<file path="src/rtl/apre_pkg.sv">
package apre_pkg;
  typedef enum logic [2:0] {
    CMD_MRS = 3'b000,
    CMD_REF = 3'b001,
    CMD_PRE = 3'b010,
    CMD_ACT = 3'b011,
    CMD_WR  = 3'b100,
    CMD_RD  = 3'b101,
    CMD_BST = 3'b110,
    CMD_NOP = 3'b111
  } cmd_e;

  localparam logic [2:0] BL_FULL_PAGE = 3'b111;
endpackage

</file>
<file path="src/rtl/apre_cmd_decode.sv">
module apre_cmd_decode
  import apre_pkg::*;
#(
  parameter int BA_W = 1,
  localparam int NB = 1 << BA_W
) (
  input  logic            ras_n_i,
  input  logic            cas_n_i,
  input  logic            we_n_i,
  input  logic            a10_i,
  input  logic [BA_W-1:0] ba_i,
  output logic            nop_o,
  output logic            wr_o,
  output logic            wra_o,
  output logic [NB-1:0]   target_o
);
  cmd_e cmd;
  logic all_bank;

  assign cmd      = cmd_e'({ras_n_i, cas_n_i, we_n_i});
  assign nop_o    = (cmd == CMD_NOP);
  assign wr_o     = (cmd == CMD_WR);
  assign wra_o    = wr_o && a10_i;
  assign all_bank = (cmd == CMD_REF) || (cmd == CMD_MRS) || ((cmd == CMD_PRE) && a10_i);

  for (genvar b = 0; b < NB; b++) begin : g_tgt
    assign target_o[b] = !nop_o && (all_bank || (ba_i == BA_W'(b)));
  end
endmodule

</file>
<file path="src/rtl/apre_bank_timer.sv">
module apre_bank_timer #(
  parameter int TIME_W = 6
) (
  input  logic              clk_i,
  input  logic              rst_ni,
  input  logic              load_i,
  input  logic [TIME_W-1:0] load_val_i,
  output logic              busy_o
);
  logic [TIME_W-1:0] cnt_q;

  always_ff @(posedge clk_i or negedge rst_ni) begin
    if (!rst_ni)             cnt_q <= '0;
    else if (load_i)         cnt_q <= load_val_i;
    else if (cnt_q != '0)    cnt_q <= cnt_q - 1'b1;
  end

  assign busy_o = (cnt_q != '0);

  assert_load_locks_R1: assert property (@(posedge clk_i) disable iff (!rst_ni)
    (load_i && load_val_i != '0) |=> busy_o);

  assert_no_reload_R9: assert property (@(posedge clk_i) disable iff (!rst_ni)
    load_i |-> !busy_o);

  assert_count_down_R2: assert property (@(posedge clk_i) disable iff (!rst_ni)
    (busy_o && !load_i) |=> (cnt_q == $past(cnt_q) - 1'b1));
endmodule

</file>
<file path="src/rtl/apre_bank_guard.sv">
module apre_bank_guard
  import apre_pkg::*;
#(
  parameter int BA_W = 1,
  parameter int TW_W = 4,
  localparam int NB = 1 << BA_W,
  localparam int TIME_W = TW_W + 2
) (
  input  logic            clk_i,
  input  logic            rst_ni,
  input  logic            ras_n_i,
  input  logic            cas_n_i,
  input  logic            we_n_i,
  input  logic            a10_i,
  input  logic [BA_W-1:0] ba_i,
  input  logic [2:0]      bl_code_i,
  input  logic [TW_W-1:0] t_wr_i,
  input  logic [TW_W-1:0] t_rp_i,
  output logic [NB-1:0]   bank_ready_o,
  output logic            violation_o
);
  logic              nop_c, wr_c, wra_c;
  logic [NB-1:0]     target_c, busy, hit;
  logic              full_page;
  logic [TIME_W-1:0] burst_len, load_val;
  logic              viol_q;

  apre_cmd_decode #(.BA_W(BA_W)) u_dec (
    .ras_n_i (ras_n_i),
    .cas_n_i (cas_n_i),
    .we_n_i  (we_n_i),
    .a10_i   (a10_i),
    .ba_i    (ba_i),
    .nop_o   (nop_c),
    .wr_o    (wr_c),
    .wra_o   (wra_c),
    .target_o(target_c)
  );

  assign full_page = (bl_code_i == BL_FULL_PAGE);
  assign burst_len = TIME_W'(1) << bl_code_i[1:0];
  // counter holds window minus one: ready drops for L-1 edges, command at e_L accepted
  assign load_val  = burst_len + TIME_W'(t_wr_i) + TIME_W'(t_rp_i) - TIME_W'(2);

  for (genvar b = 0; b < NB; b++) begin : g_bank
    logic load;
    assign load = wra_c && !full_page && (ba_i == BA_W'(b)) && !busy[b];

    apre_bank_timer #(.TIME_W(TIME_W)) u_tmr (
      .clk_i     (clk_i),
      .rst_ni    (rst_ni),
      .load_i    (load),
      .load_val_i(load_val),
      .busy_o    (busy[b])
    );

    assign hit[b]          = target_c[b] && busy[b];
    assign bank_ready_o[b] = !busy[b];

    assert_no_lock_on_plain_or_full_R6: assert property (@(posedge clk_i) disable iff (!rst_ni)
      (wr_c && (!a10_i || full_page) && (ba_i == BA_W'(b)) && !busy[b]) |=> bank_ready_o[b]);
  end

  always_ff @(posedge clk_i or negedge rst_ni) begin
    if (!rst_ni) viol_q <= 1'b0;
    else         viol_q <= |hit;
  end

  assign violation_o = viol_q;

  assert_nop_quiet_R4: assert property (@(posedge clk_i) disable iff (!rst_ni)
    nop_c |=> !violation_o);

  assert_idle_quiet_R3: assert property (@(posedge clk_i) disable iff (!rst_ni)
    (&bank_ready_o) |=> !violation_o);
endmodule

</file>
<file path="config.mk">
export PLATFORM = sky130hd
export DESIGN_NAME = apre_bank_guard
export DESIGN_NICKNAME = d
export VERILOG_FILES = /design/src/rtl/apre_pkg.sv /design/src/rtl/apre_cmd_decode.sv /design/src/rtl/apre_bank_timer.sv /design/src/rtl/apre_bank_guard.sv
export SDC_FILE = /design/constraint.sdc
export NUM_CORES = 1
export LEC_CHECK = 0
export BUFFER_PORTS_ARGS = -buffer_cell sky130_fd_sc_hd__clkbuf_2
export CAP_MARGIN = 40
export CORE_UTILIZATION = 30
export DETAILED_ROUTE_END_ITERATION = 10
export SETUP_SLACK_MARGIN = 0.15
export SLEW_MARGIN = 10
export SYNTH_ARGS = -nofsm -noshare
export SYNTH_HDL_FRONTEND = slang
export SYNTH_SLANG_ARGS = --single-unit
</file>
<file path="constraint.sdc">
create_clock -name clk_i -period 1.97 [get_ports clk_i]
set_input_delay 0.0985 -clock clk_i [delete_from_list [all_inputs] [get_ports clk_i]]
set_output_delay 0.0985 -clock clk_i [all_outputs]
set_load 0.005 [all_outputs]
</file>
==> results.md <==
* Synth Instances at ~120
* Die ar. at 3810 um2
* Synthesized flop and latch total at 13
* Bufs on Longest Clock Path at 2
* Sequential area share after synthesis at a little under a third
* Synth Area in Compound Gates at approximately 14%
* Area contributors post-synth: dfrtp_1 30%, ha_1 12%, fa_1 9.3%
* Crit path cell chain: buf_6, or2_4, fa_2, inv_2, fa_2, ha_4, inv_2, fa_2, nor2_2, a22o_1
* Adder-cell area share of the yosys netlist at 21.0%
* Critical path required time at ~2.1 ns
* Congestion Overflow GR at 0
* Largest net degree at the start of global routing at 14
* Final hold viol count at 0
* Worst R2R Start: g_bank[0].u_tmr.cnt_q[0]$_DFFE_PN0P_
* Detailed router's first-iteration violation count at 26
* I/O Pins at 21
* CP Class: primary input to flop
* Drt drc at 0
* Top Layer Used: met4
* Endpoints failing setup at 0
* Core box area at around 3400 um2
* Worst hold slack at about 0.12 ns
* Wirelength per Cell at ~12 um
* Final Slew Violations at 0
* Routed Wire Length at 2.25 mm
* Slew HR at a little over two thirds
* Max-cap viol count at 0
* LEAKAGE at 0.000653 uW
* Synthesized Nets at 152
* Worst min-delay path class: primary input to flop
* Die height at 61.8 um
* GP Congestion at about 0.78
* Tot GR Track Use at between 10% and 20%
* Global-route wire length before repair at 3.91 mm
* # nets final at roughly 180
* CTS buffer count at 3
* Worst Skew at 0.00519 ns
* Setup crit end kind: flop
* CP Launch Point: bl_code_i[0]
* TritonRoute pass-1 iters at 4
* Run status: complete, no violations
* Worst setup margin at between 0.15 and 0.2 ns
* Main combinational cell family by area after synthesis: adder cells
* Max incr delay on CP at 0.54 ns
* DPL Wire Length at around 1.8 mm
* CTS Sinks at 13
* Area share of the largest cell type after synthesis at 30.4%
* Final min period at 1.81 ns
* ANT nets after route at 0
* Ant. Diodes at 0
* Vias in the first global route at between 900 and 1k
* Worst path buffer plus inverter count at 3
* Power Dens Cells at 1020 nW/um2
* Dpl ws at -0.224 ns
* IR drop worst, VDD at approximately 0.26 mV
* Max Freq at roughly 550 MHz
* Synth Area per Inst at 9.00 um2
* H-tree levels at 1
* Worst skew pair latency at about 0.28 ns
* Die width at around 62 um
* Fraction of layout instances using a drive strength above 1 at between 30% and 40%
* Hold path start: we_n_i
* CP delay by family, top: adder cells
* Cell row count at 21
* Most used cell along the critical path: fa_2
* Initial Util at a little under a third
* Most common cell after layout, fill and taps aside: clkbuf_2
* Synth warnings at 0
* Mapped Area at roughly 1100 um2
* Synth area leader: dfrtp_1
* Critical Path Source Type: primary input
* Most frequent cells in the layout: 18 x clkbuf_2, 14 x inv_1, 13 x dfrtp_1
* Fillers at 337
* Clock root buffer: clkbuf_4
* Slowest stage cell on the critical path: fa_2
* Yosys cell types at 34
* Slew of the pin with the lowest slew margin at roughly 0.45 ns
* Reg clk slew, reported paths at around 0.080 ns
* Vias per std cell at ~4.7
* CP arrival at just under 2 ns
* IO buf count at 20
* Mux share of post-synthesis cell area at 0%
* Met2 routed WL at about 1.2 mm
* Met3 WL at 68 um
* Post-Synth Simple-Gate Area at 19.7%
* Peak fanout along the critical path at 2
* XOR/XNOR Fraction of Synth Area at 7.36%
* Layout area overhead at 29.7%
* CTS tree: built
* Crit share post-route at between 90% and 100%
* RSZ-0062 raised after global routing: true
* M1 WL at approximately 960 um
* Initial antenna violation count at 0
* DR vias at around 910
-- state kept, by name, indices dropped and copies added (netlist names) --
| signal | flops |
|---|---|
| violation_o | 1 |
| g_bank.u_tmr.cnt_q | 12 |
-- layout make-up --
cell class                      count  area (um2)  area share, %
Tap cell                           46        57.6           4.14
Clock buffer                        4        26.3           1.89
Multi-Input combinational cell     84         737           53.1
Timing Repair Buffer               26         160           11.5
Inverter                           22        82.6           5.95
Sequential cell                    13         325           23.4
-- layer usage --
layer  global-route usage (%)  vias up
met5                        0        -
met4                     8.25        0
met3                     1.86        5
met2                     24.7       20
met1                     16.3      426
li1                         -      460
-- worst paths after layout --
path	to	slack (ns)	cells past startpoint
setup reg to reg	g_bank[0].u_tmr.cnt_q[1]$_DFFE_PN0P_	0.46	5
hold / removal	violation_o$_DFF_PN0_	0.12	4
hold reg to reg	g_bank[1].u_tmr.cnt_q[0]$_DFFE_PN0P_	0.53	1
max in group asynchronous	g_bank[0].u_tmr.cnt_q[1]$_DFFE_PN0P_	1.48	2
min in group asynchronous	g_bank[1].u_tmr.cnt_q[2]$_DFFE_PN0P_	0.24	2
setup / recovery	g_bank[0].u_tmr.cnt_q[3]$_DFFE_PN0P_	0.16	10
-- metrics by stage --
stage | util [%] | setup TNS [ns] | power, uW | instance area (um2) | cells
finish | 41.0 | 0 | 1420 | 1390 | 195
global route | 41.0 | 0 | 1560 | 1390 | 195
CTS | 40.0 | 0 | 1410 | 1360 | 195
detailed placement | 38.1 | -0.985 | 1220 | 1290 | 190
global placement | 38.1 | -0.804 | 1200 | 1290 | 190
floorplan | - | 0 | 1040 | 1090 | 119
-- cells in the mapped netlist --
cell	number
inv_1	19
dfrtp_1	13
ha_1	10
nand2_1	8
nor2_1	8
fa_1	5
xnor2_1	5
a21oi_1	4
nand3_1	4
nor3_1	4
xor2_1	4
a21o_1	3
inv_2	3
o21ai_0	3
o22ai_1	3
o31ai_1	3
nand2b_1	2
nor3_2	2
a211oi_1	1
a221oi_1	1
a22o_1	1
a31oi_1	1
and3_1	1
nand4_1	1
nand4bb_1	1
nor2_4	1
nor2b_1	1
nor3b_1	1
nor4_1	1
o21ai_1	1
o22ai_2	1
or2_2	1
or3_1	1
or4_4	1
-- worst reg2reg max path, cell delays in order, from the launching register on --
cell	delay [ns]
dfrtp_1	0.42
inv_1	0.09
ha_1	0.20
nand3_1	0.29
nor2_1	0.10
a221oi_1	0.31
-- where the power goes --
group	switching, uW	internal (uW)
Sequential	131	404
Clock	87.7	78.5
Combinational	342	372
Total	561	854
-- cell families after synthesis --
logic type / after synthesis
flip-flops: 13
AO/OA/AOI/OAI: 22
XOR/XNOR: 9
buffers and inverters: 22
adder cells (fa/ha/maj): 15
AND/OR/NAND/NOR: 38
-- repair_timing --
action | in CTS | in global routing
gates cloned | 0 | 0
setup buffers | 0 | 0
hold buffers | 1 | 0
endpoints found under the setup margin | 4 | 6
gates resized for setup | 5 | 9
pin swaps | 12 | 8
hold endpoints to repair | 13 | 0
(Power assumes the default switching activity.)
